**src/rtl/fts_pkg.sv**
```systemverilog
package fts_pkg;
  // Strobes issued by the control to the datapath
  typedef struct packed {
    logic capture;   // latch address for a read cycle
    logic doWrite;   // commit masked lanes at this edge
    logic driveOut;  // present array word on the outputs
  } strobe_t;
endpackage

```
**src/rtl/fts_ctrl.sv**
```systemverilog
module fts_ctrl #(
  parameter int LANES = 4
) (
  input  logic             clk,
  input  logic             rstN,
  input  logic             ceAN,
  input  logic             ceB,
  input  logic             ceCN,
  input  logic             globalWrN,
  input  logic             byteWrEnN,
  input  logic [LANES-1:0] laneWrN,
  input  logic             outEnN,
  input  logic             sleep,
  output logic [LANES-1:0] laneMask,
  output fts_pkg::strobe_t stb
);
  logic selNow;
  logic active;
  logic anyLane;
  logic readCycle;

  assign selNow = ~ceAN & ceB & ~ceCN;
  assign active = selNow & ~sleep;

  // Global write overrides; otherwise byte-write enable gates lane selects
  for (genvar l = 0; l < LANES; l++) begin : g_mask
    assign laneMask[l] = ~globalWrN | (~byteWrEnN & ~laneWrN[l]);
  end

  assign anyLane = |laneMask;

  always_ff @(posedge clk or negedge rstN) begin
    if (!rstN) readCycle <= 1'b0;
    else       readCycle <= active & ~anyLane;
  end

  always_comb begin
    stb.capture  = active & ~anyLane;
    stb.doWrite  = active & anyLane;
    stb.driveOut = readCycle & ~outEnN & ~sleep;
  end
endmodule

```
**src/rtl/fts_datapath.sv**
```systemverilog
module fts_datapath #(
  parameter int LANES  = 4,
  parameter int LANE_W = 9,
  parameter int ADDR_W = 4
) (
  input  logic                    clk,
  input  logic                    rstN,
  input  logic [ADDR_W-1:0]       addrIn,
  input  logic [LANES*LANE_W-1:0] dqIn,
  input  logic [LANES-1:0]        laneMask,
  input  fts_pkg::strobe_t        stb,
  output logic [LANES*LANE_W-1:0] dqOut
);
  localparam int DATA_W = LANES * LANE_W;
  localparam int DEPTH  = 1 << ADDR_W;

  logic [DATA_W-1:0] mem [DEPTH];
  logic [ADDR_W-1:0] addrReg;

  always_ff @(posedge clk or negedge rstN) begin
    if (!rstN)            addrReg <= '0;
    else if (stb.capture) addrReg <= addrIn;
  end

  // Lane-masked write committed at the capturing edge
  always_ff @(posedge clk) begin
    if (stb.doWrite) begin
      for (int l = 0; l < LANES; l++) begin
        if (laneMask[l]) mem[addrIn][l*LANE_W +: LANE_W] <= dqIn[l*LANE_W +: LANE_W];
      end
    end
  end

  // Flow-through read: no output register
  assign dqOut = stb.driveOut ? mem[addrReg] : '0;
endmodule

```
**src/rtl/fts_sram.sv**
```systemverilog
module fts_sram #(
  parameter int LANES  = 4,
  parameter int LANE_W = 9,
  parameter int ADDR_W = 4
) (
  input  logic                    clk,
  input  logic                    rstN,
  input  logic [ADDR_W-1:0]       addrIn,
  input  logic [LANES*LANE_W-1:0] dqIn,
  input  logic                    ceAN,
  input  logic                    ceB,
  input  logic                    ceCN,
  input  logic                    globalWrN,
  input  logic                    byteWrEnN,
  input  logic [LANES-1:0]        laneWrN,
  input  logic                    outEnN,
  input  logic                    sleep,
  output logic [LANES*LANE_W-1:0] dqOut,
  output logic                    dqDrive
);
  fts_pkg::strobe_t stb;
  logic [LANES-1:0] laneMask;

  fts_ctrl #(.LANES(LANES)) u_ctrl (
    .clk(clk), .rstN(rstN), .ceAN(ceAN), .ceB(ceB), .ceCN(ceCN),
    .globalWrN(globalWrN), .byteWrEnN(byteWrEnN), .laneWrN(laneWrN),
    .outEnN(outEnN), .sleep(sleep), .laneMask(laneMask), .stb(stb)
  );

  fts_datapath #(.LANES(LANES), .LANE_W(LANE_W), .ADDR_W(ADDR_W)) u_dp (
    .clk(clk), .rstN(rstN), .addrIn(addrIn), .dqIn(dqIn),
    .laneMask(laneMask), .stb(stb), .dqOut(dqOut)
  );

  assign dqDrive = stb.driveOut;
endmodule

```
**config.mk**
```make
export PLATFORM = sky130hd
export DESIGN_NAME = fts_sram
export DESIGN_NICKNAME = d
export VERILOG_FILES = /design/src/rtl/fts_pkg.sv /design/src/rtl/fts_ctrl.sv /design/src/rtl/fts_datapath.sv /design/src/rtl/fts_sram.sv
export SDC_FILE = /design/constraint.sdc
export NUM_CORES = 1
export LEC_CHECK = 0
export BUFFER_PORTS_ARGS = -buffer_cell sky130_fd_sc_hd__clkbuf_2
export CAP_MARGIN = 20
export CORE_ASPECT_RATIO = 0.75
export CORE_UTILIZATION = 50
export CTS_BUF_LIST = sky130_fd_sc_hd__clkbuf_2 sky130_fd_sc_hd__clkbuf_4 sky130_fd_sc_hd__clkbuf_8
export DETAILED_ROUTE_END_ITERATION = 10
export PLACE_DENSITY = 0.72
export SLEW_MARGIN = 40
export SYNTH_ARGS = -nofsm -noshare
export SYNTH_HDL_FRONTEND = slang
export SYNTH_SLANG_ARGS = --single-unit
```
**constraint.sdc**
```tcl
create_clock -name clk -period 5 [get_ports clk]
set_clock_uncertainty 0.1 [all_clocks]
set_input_delay 1 -clock clk [delete_from_list [all_inputs] [get_ports clk]]
set_output_delay 1 -clock clk [all_outputs]
set_load 0.03 [all_outputs]
```
==> summary.txt, run 1 <==
RUN STATUS
------------------------------------------------------------------------------------
Outcome ............................................................... complete, but fails checks
Violations in the final reports .......................................          DRC

GLOBAL ROUTE
------------------------------------------------------------------------------------
Total congestion overflow .............................................            0
Maximum number of pins on one net before global-route repair ..........           73
Overall Global Routing Usage ..........................................       21.21%
Vias in the first global route ........................................        11080
Global-route wire length before repair ................................     69.99 mm
Number of antenna violations at the first check in global routing .....            0

PLACEMENT
------------------------------------------------------------------------------------
Number of port buffers ................................................           89
HPWL after detailed placement .........................................     27.70 mm
Dpl ws ................................................................     1.176 ns
RD Place Congestion ...................................................       0.7660

SETUP PATH
------------------------------------------------------------------------------------
WP data required ......................................................      3.90 ns
Setup Crit Path Kind ..................................................   reg -> out
CP arrival ............................................................      3.06 ns
Worst setup SP type ...................................................     register
Highest fanout seen on the critical path ..............................           23
Element type at the critical path end .................................   output pin

FINAL LAYOUT
------------------------------------------------------------------------------------
Diodes inserted .......................................................            0
Final net count .......................................................         1246
Share of cells above drive strength 1 .................................       36.80%
Core occupancy in the finished layout .................................       57.36%
Area growth from synthesis to layout ..................................       13.17%

STA
------------------------------------------------------------------------------------
Maximum clock rate ....................................................   0.2403 GHz
Number of max-slew violations in the final report .....................            0
Finish-stage setup viols ..............................................            0
Clock period minus worst slack ........................................     4.161 ns
Minimum hold slack ....................................................   0.06591 ns
Relative slew slack ...................................................       47.57%
Setup repair after global routing missed its margin ...................        false
Final Cycle Share .....................................................       83.22%
Final hold vios .......................................................            0
Min setup slack post-route ............................................    0.8389 ns
Slew of the pin with the lowest slew margin ...........................    0.7846 ns
Final-layout setup total negative slack ...............................         0 ns

YOSYS
------------------------------------------------------------------------------------
Cell type with the largest total area after synthesis ................. sky130_fd_sc_hd__edfxtp_1
Main synth FF type .................................................... sky130_fd_sc_hd__edfxtp_1
Fraction of the yosys area taken by sequential cells ..................       77.07%
Count of cell types in the netlist ....................................           23
Syn Nets ..............................................................         1087
Synth top area cells .................................................. sky130_fd_sc_hd__edfxtp_1, sky130_fd_sc_hd__mux4_2, sky130_fd_sc_hd__mux2i_1
Top post-synthesis cells by count ..................................... sky130_fd_sc_hd__edfxtp_1, sky130_fd_sc_hd__mux4_2, sky130_fd_sc_hd__nor2_1, sky130_fd_sc_hd__nand3_1
Top cell type's share of synthesized area .............................       76.52%
Number of instances in the synthesized netlist ........................         1034
Synth warn ............................................................            0
Post-synth ARST share .................................................      0.8606%
Number of enable-type register cells in the synthesized netlist .......          576
Mean instance size in the synthesized netlist .........................   21.86 um^2
Number of storage elements in the synthesis netlist ...................          581
Mapped cell area ......................................................   22610 um^2
Most common cell in the netlist ....................................... sky130_fd_sc_hd__edfxtp_1

CLOCK NETWORK
------------------------------------------------------------------------------------
Number of levels in the clock H-tree ..................................            3
Clock buffer count from CTS ...........................................           87
Clock slew seen by the registers of the worst setup and hold paths ....      0.06 ns
TritonCTS clock tree ..................................................          yes
Number of sinks handled by clock tree synthesis .......................          581
CTS max path bufs .....................................................            3
Number of buffers added for setup after CTS ...........................            0
Number of buffers inserted for hold repair after clock tree synthesis .            0
Clock latency reported for the late side of the worst-skew pair .......      0.62 ns
Library cell used as clock root buffer ................................ sky130_fd_sc_hd__clkbuf_8
Total of cells resized after clock tree synthesis .....................            0

POWER
------------------------------------------------------------------------------------
Power per cell area ................................................... 401.0 nW/um^2
Static leakage ........................................................     7.959 nW
Overall power of the completed layout .................................    0.01026 W
Max VDD drop ..........................................................    0.1700 mV

RUN
------------------------------------------------------------------------------------
Max-capacitance violation count .......................................            0

FLOORPLAN
------------------------------------------------------------------------------------
Vertical extent of the die ............................................     186.1 um
Die X .................................................................     247.5 um
Number of cell rows ...................................................           67
Top-Level Pins ........................................................           90
Initial Utilization ...................................................       50.69%
Core Footprint ........................................................   44600 um^2
Die area ..............................................................   46070 um^2

DETAILED ROUTING
------------------------------------------------------------------------------------
Via density per instance ..............................................        5.851
Routed wire per std cell ..............................................     25.68 um
Number of nets with antenna violations after detailed routing .........            0
Detailed Route Iter0 Violations .......................................          931
Via Count .............................................................        10790
Iteration count of the initial detailed-routing pass ..................           10
Post-Route WL .........................................................     47.36 mm
Remaining DRCs ........................................................            3

WORST HOLD PATH
------------------------------------------------------------------------------------
Worst hold path type ..................................................  in -> async

-- registers in the layout (all words and copies together) (netlist names) --
| signal | count |
|---|---|
| u_dp.mem | 576 |
| u_ctrl.readCycle | 1 |
| u_dp.addrReg | 4 |
-- worst paths after layout --
kind	start	endpoint	slack, ns	depth (start not counted)
max reg2reg	u_dp.addrReg[1]	u_dp.addrReg[1]	3.24	3
min	rstN	u_dp.addrReg[1]	0.07	1
min in group clk	u_dp.addrReg[3]	u_dp.addrReg[3]	0.45	1
max	u_dp.addrReg[1]	dqOut[16]	0.84	5
min reg2reg	u_dp.addrReg[3]	u_dp.addrReg[3]	0.45	1
max in group asynchronous	rstN	u_dp.addrReg[0]	4.56	1
-- layout make-up --
cell class	instances	area (um^2)
Tap cell	586	733.2
Fill cell	3262	19020
Sequential cell	581	17430
Inverter	1	3.754
Timing Repair Buffer	130	803.3
Multi-Input combinational cell	392	4935
Clock buffer	120	1458
Clock inverter	34	216.5
-- routing by layer --
| layer | track usage [%] | vias to the layer above | share of wire [%] |
|---|---|---|---|
| met3 | 4.003 | 74 | 5.6 |
| met4 | 6.258 | 0 | 2.0 |
| met5 | 0 | - | 0 |
| met2 | 33.66 | 361 | 49 |
| met1 | 30.38 | 5701 | 44 |
| li1 | - | 4653 | - |
-- metrics by stage --
step                      std cells  area [um^2]
after floorplan                1034        22610
after global placement         1690        23800
after detailed placement       1690        23910
after CTS                      1844        25580
after global routing           1844        25580
final                          1844        25580
-- cells by family (layout without fill, tap and decap cells) --
| kind of cell | count (synthesis) | in the layout | share of synthesized area, % |
|---|---|---|---|
| AO/OA/AOI/OAI | 41 | 41 | 1.328 |
| buffers and inverters | 61 | 285 | 1.655 |
| flip-flops | 581 | 581 | 77.07 |
| multiplexers | 184 | 184 | 16.14 |
| AND/OR/NAND/NOR | 167 | 167 | 3.808 |
-- worst max-delay path: stages, from the launching register on --
cell and delay, ns:
sky130_fd_sc_hd__dfrtp_4 0.73, sky130_fd_sc_hd__buf_4 0.46, sky130_fd_sc_hd__mux4_2 0.55, sky130_fd_sc_hd__mux2i_1 0.33, sky130_fd_sc_hd__o211ai_1 0.13, sky130_fd_sc_hd__clkbuf_2 0.21
-- power by group --
group | switching [W] | internal (W)
Combinational | 0.000519 | 0.000539
Sequential | 0.0000871 | 0.00537
Clock | 0.00175 | 0.00199
-- cells in the final DEF, fill, tap and decap left out --
| master | n |
|---|---|
| sky130_fd_sc_hd__o21ai_0 | 4 |
| sky130_fd_sc_hd__clkbuf_2 | 89 |
| sky130_fd_sc_hd__nor4bb_4 | 1 |
| sky130_fd_sc_hd__inv_1 | 1 |
| sky130_fd_sc_hd__dfrtp_4 | 3 |
| sky130_fd_sc_hd__edfxtp_1 | 576 |
| sky130_fd_sc_hd__nor2_1 | 25 |
| sky130_fd_sc_hd__nand3_1 | 43 |
| sky130_fd_sc_hd__nor3b_1 | 1 |
| sky130_fd_sc_hd__o211ai_1 | 36 |
| sky130_fd_sc_hd__clkinv_1 | 16 |
| sky130_fd_sc_hd__mux4_2 | 144 |
| sky130_fd_sc_hd__a41o_1 | 1 |
| sky130_fd_sc_hd__clkinv_4 | 1 |
| sky130_fd_sc_hd__mux2_2 | 4 |
| sky130_fd_sc_hd__nor2_2 | 41 |
| sky130_fd_sc_hd__clkinvlp_4 | 2 |
| sky130_fd_sc_hd__nand4_1 | 1 |
| sky130_fd_sc_hd__nand3b_1 | 36 |
| sky130_fd_sc_hd__nand2b_4 | 1 |
| sky130_fd_sc_hd__buf_12 | 4 |
| sky130_fd_sc_hd__dfrtp_1 | 2 |
| sky130_fd_sc_hd__bufinv_16 | 2 |
| sky130_fd_sc_hd__buf_4 | 37 |
| sky130_fd_sc_hd__clkinv_2 | 11 |
| sky130_fd_sc_hd__clkbuf_8 | 89 |
| sky130_fd_sc_hd__clkbuf_4 | 31 |
| sky130_fd_sc_hd__mux2i_1 | 36 |
| sky130_fd_sc_hd__nand2_1 | 13 |
| sky130_fd_sc_hd__inv_6 | 2 |
| sky130_fd_sc_hd__nor2b_1 | 4 |
| sky130_fd_sc_hd__nor4b_4 | 1 |
Note: power is estimated with default switching activity, not from simulation.
==> run 2, diff against run 1 <==
Settings changed: ABC_AREA set to 1.
Clock period 5 ns to 4.2 ns, I/O delays scaled along.
==> summary.txt, run 2 <==
SETUP PATH
---------------------------------------------------------------------------------
WP data required ...................................................      3.26 ns   was 3.90 ns
Highest fanout seen on the critical path ...........................           79   was 23
Element type at the critical path end ..............................   output pin   unchanged
Number of cell instances on the worst register-to-register path ....            3   unchanged
RR Endpoint ........................................................ u_dp.addrReg[2]   was u_dp.addrReg[1]
Start of the worst register-to-register path ....................... u_dp.addrReg[2]   was u_dp.addrReg[1]
Worst setup SP type ................................................     register   unchanged
CP arrival .........................................................      3.01 ns   was 3.06 ns
Internal reg-to-reg setup slack ....................................      2.46 ns   was 3.24 ns
Setup Crit Path Kind ...............................................   reg -> out   unchanged

WORST HOLD PATH
---------------------------------------------------------------------------------
Hold path startpoint ...............................................    addrIn[2]
Worst Hold Path Cells ..............................................            3
Worst hold path type ...............................................    in -> reg   was in -> async
Hold Crit Endpoint ................................................. u_dp.addrReg[2]

DETAILED ROUTING
---------------------------------------------------------------------------------
Iteration count of the initial detailed-routing pass ...............            5   was 10
Post-Route WL ......................................................     59.90 mm   was 47.36 mm
Routed wire per std cell ...........................................     18.64 um   was 25.68 um
Via Count ..........................................................        17010   was 10790
Remaining DRCs .....................................................            0   was 3
Via density per instance ...........................................        5.294   was 5.851
Number of nets with antenna violations after detailed routing ......            0   unchanged
Detailed Route Iter0 Violations ....................................         1738   was 931

GLOBAL ROUTE
---------------------------------------------------------------------------------
Total congestion overflow ..........................................            0   unchanged
Number of antenna violations at the first check in global routing ..            4   was 0
Global-route wire length before repair .............................     91.45 mm   was 69.99 mm
Maximum number of pins on one net before global-route repair .......          145   was 73
Vias in the first global route .....................................        15990   was 11080
Overall Global Routing Usage .......................................       23.85%   was 21.21%

FLOORPLAN
---------------------------------------------------------------------------------
Top-Level Pins .....................................................           90   unchanged
Die X ..............................................................     259.7 um   was 247.5 um
Core Footprint .....................................................   48960 um^2   was 44600 um^2
Die area ...........................................................   50720 um^2   was 46070 um^2
Number of cell rows ................................................           70   was 67
Initial Utilization ................................................       50.88%   was 50.69%
Vertical extent of the die .........................................     195.3 um   was 186.1 um

FINAL LAYOUT
---------------------------------------------------------------------------------
Core occupancy in the finished layout ..............................       56.81%   was 57.36%
Largest register FFs ...............................................          576   unchanged
Area growth from synthesis to layout ...............................       11.66%   was 13.17%
Most common library cell in the layout ignoring fill and taps ...... sky130_fd_sc_hd__nand2_1   was sky130_fd_sc_hd__edfxtp_1
Final net count ....................................................         2569   was 1246
Share of cells above drive strength 1 ..............................       12.17%   was 36.80%
Most used cells in the layout excluding fill and tap cells ......... sky130_fd_sc_hd__nand2_1, sky130_fd_sc_hd__edfxtp_1, sky130_fd_sc_hd__nand3_1   was sky130_fd_sc_hd__edfxtp_1, sky130_fd_sc_hd__mux4_2, sky130_fd_sc_hd__clkbuf_8, sky130_fd_sc_hd__clkbuf_2, sky130_fd_sc_hd__nand3_1
Regs by FF count ................................................... u_dp.mem: 576 flops, u_dp.addrReg: 4 flops, u_ctrl.readCycle: 1 flops   unchanged
Most flop-heavy register ...........................................     u_dp.mem   unchanged

YOSYS
---------------------------------------------------------------------------------
Syn Nets ...........................................................         2434   was 1087
Mapped cell area ...................................................   24910 um^2   was 22610 um^2
Post-synth ARST share ..............................................      0.8606%   unchanged
Mean instance size in the synthesized netlist ......................   10.46 um^2   was 21.86 um^2
Main synth FF type ................................................. sky130_fd_sc_hd__edfxtp_1   unchanged
Count of cell types in the netlist .................................           18   was 23
Number of enable-type register cells in the synthesized netlist ....          576   unchanged
Number of storage elements in the synthesis netlist ................          581   unchanged
Number of instances in the synthesized netlist .....................         2381   was 1034
Cell type with the largest total area after synthesis .............. sky130_fd_sc_hd__edfxtp_1   unchanged
Fraction of the yosys area taken by sequential cells ...............       69.94%   was 77.07%
Synth warn .........................................................            0   unchanged
Top cell type's share of synthesized area ..........................       69.44%   was 76.52%
Top post-synthesis cells by count .................................. sky130_fd_sc_hd__nand2_1, sky130_fd_sc_hd__edfxtp_1, sky130_fd_sc_hd__nand3_1, sky130_fd_sc_hd__inv_1, sky130_fd_sc_hd__nor2_1   was sky130_fd_sc_hd__edfxtp_1, sky130_fd_sc_hd__mux4_2, sky130_fd_sc_hd__nor2_1, sky130_fd_sc_hd__nand3_1
Most common cell in the netlist .................................... sky130_fd_sc_hd__nand2_1   was sky130_fd_sc_hd__edfxtp_1
Synth top area cells ............................................... sky130_fd_sc_hd__edfxtp_1, sky130_fd_sc_hd__nand2_1, sky130_fd_sc_hd__nand3_1   was sky130_fd_sc_hd__edfxtp_1, sky130_fd_sc_hd__mux4_2, sky130_fd_sc_hd__mux2i_1

STA
---------------------------------------------------------------------------------
Final hold vios ....................................................            0   unchanged
Number of max-slew violations in the final report ..................            0   unchanged
Clock period minus worst slack .....................................     3.949 ns
Setup repair after global routing missed its margin ................        false   unchanged
Final Cycle Share ..................................................       94.02%
Finish-stage setup viols ...........................................            0   unchanged
Minimum hold slack .................................................    0.3924 ns   was 0.06591 ns
Maximum clock rate .................................................   0.2532 GHz
Slew of the pin with the lowest slew margin ........................    0.8558 ns   was 0.7846 ns
Final-layout setup total negative slack ............................         0 ns   unchanged
Relative slew slack ................................................       42.88%   was 47.57%

CLOCK NETWORK
---------------------------------------------------------------------------------
Clock latency reported for the late side of the worst-skew pair ....      0.63 ns   was 0.62 ns
Number of sinks handled by clock tree synthesis ....................          581   unchanged
Number of levels in the clock H-tree ...............................            3   unchanged
Clock buffer count from CTS ........................................           87   unchanged
Library cell used as clock root buffer ............................. sky130_fd_sc_hd__clkbuf_8   unchanged
TritonCTS clock tree ...............................................          yes   unchanged
CTS max path bufs ..................................................            3   unchanged
Clock slew seen by the registers of the worst setup and hold paths .      0.06 ns   about the same

PLACEMENT
---------------------------------------------------------------------------------
HPWL after detailed placement ......................................     33.14 mm   was 27.70 mm
RD Place Congestion ................................................       0.8164   was 0.7660
Number of port buffers .............................................           89   unchanged

POWER
---------------------------------------------------------------------------------
Static leakage .....................................................     11.50 nW   was 7.959 nW
Overall power of the completed layout ..............................    0.01132 W   was 0.01026 W
Max VDD drop .......................................................    0.2418 mV   was 0.1700 mV
Power per cell area ................................................ 407.1 nW/um^2   was 401.0 nW/um^2

RUN STATUS
---------------------------------------------------------------------------------
Outcome ............................................................ finished, final reports clean   was complete, but fails checks

RUN
---------------------------------------------------------------------------------
Max-capacitance violation count ....................................            0   unchanged

run 2: worst max-delay path by stage:
stage | startpoint | to | slack, ns | cells after the start
after floorplan | sleep | dqOut[26] | 1.46 | 4
after global placement | u_dp.addrReg[0] | dqOut[16] | 0.79 | 8
after detailed placement | u_dp.addrReg[0] | dqOut[10] | 0.81 | 9
after CTS | u_dp.addrReg[0] | dqOut[10] | 0.1 | 9
after global routing | u_dp.addrReg[0] | dqOut[16] | 0.03 | 8
final | u_dp.addrReg[0] | dqOut[15] | 0.25 | 8
run 2: final cells by class:
class	count	area, um^2
Inverter	303	1156
Clock inverter	25	113.9
Tap cell	648	810.8
Antenna cell	2	5.005
Multi-Input combinational cell	1374	5700
Clock buffer	111	1396
Timing Repair Buffer	169	1197
Fill cell	4003	21150
Sequential cell	581	17430
run 2: critical path, stage by stage, from the launching register on:
cell and delay [ns]:
sky130_fd_sc_hd__dfrtp_4 0.68, sky130_fd_sc_hd__clkinv_8 0.37, sky130_fd_sc_hd__buf_12 0.33, sky130_fd_sc_hd__nand2_1 0.09, sky130_fd_sc_hd__nand3_1 0.06, sky130_fd_sc_hd__nand3_1 0.13
sky130_fd_sc_hd__nand3_1 0.11, sky130_fd_sc_hd__a21oi_1 0.29, sky130_fd_sc_hd__clkbuf_2 0.26
run 2: per-stage QoR:
| step | instances | setup WS (ns) | area [um^2] |
|---|---|---|---|
| floorplan | 2381 | 1.457 | 24910 |
| global placement | 3073 | 0.7858 | 26240 |
| detailed placement | 3073 | 0.8119 | 26250 |
| finish | 3213 | 0.2510 | 27810 |
| CTS | 3210 | 0.09840 | 27770 |
| global route | 3212 | 0.03233 | 27810 |
run 2: repair_timing:
item / 4_1_cts / 5_1_grt
setup buffers: 0 / 1
endpoints found under the hold margin: 5 / 0
hold buffers: 1 / 0
setup endpoints to repair: 0 / 17
resized for setup: 0 / 1
run 2: cells by family (layout without fill, tap and decap cells):
group | count (synthesis) | count (layout) | share of synthesized area (%)
AOI/OAI and AO/OA | 44 | 44 | 0.8941
buffers and inverters | 426 | 608 | 7.233
DFF | 581 | 581 | 69.94
other | 0 | 2 | 0
and+or+nand+nor | 1330 | 1330 | 21.93
run 2: metal layers:
| metal | global-route usage, % | up-vias | part of all wire [%] |
|---|---|---|---|
| li1 | - | 8040 | - |
| met3 | 4.725 | 117 | 8.6 |
| met2 | 36.71 | 753 | 46 |
| met5 | 0 | - | 0.038 |
| met4 | 8.257 | 4 | 2.7 |
| met1 | 33.94 | 8097 | 42 |
run 2: where the power goes:
| part | internal (W) | total, W | switching (W) | leakage, nW |
|---|---|---|---|---|
| sequential | 0.00639 | 0.00640 | 0.0000126 | 5.23 |
| clock | 0.00214 | 0.00419 | 0.00205 | 0.797 |
| combinational | 0.000208 | 0.000731 | 0.000523 | 5.48 |
| total | 0.00874 | 0.0113 | 0.00258 | 11.5 |
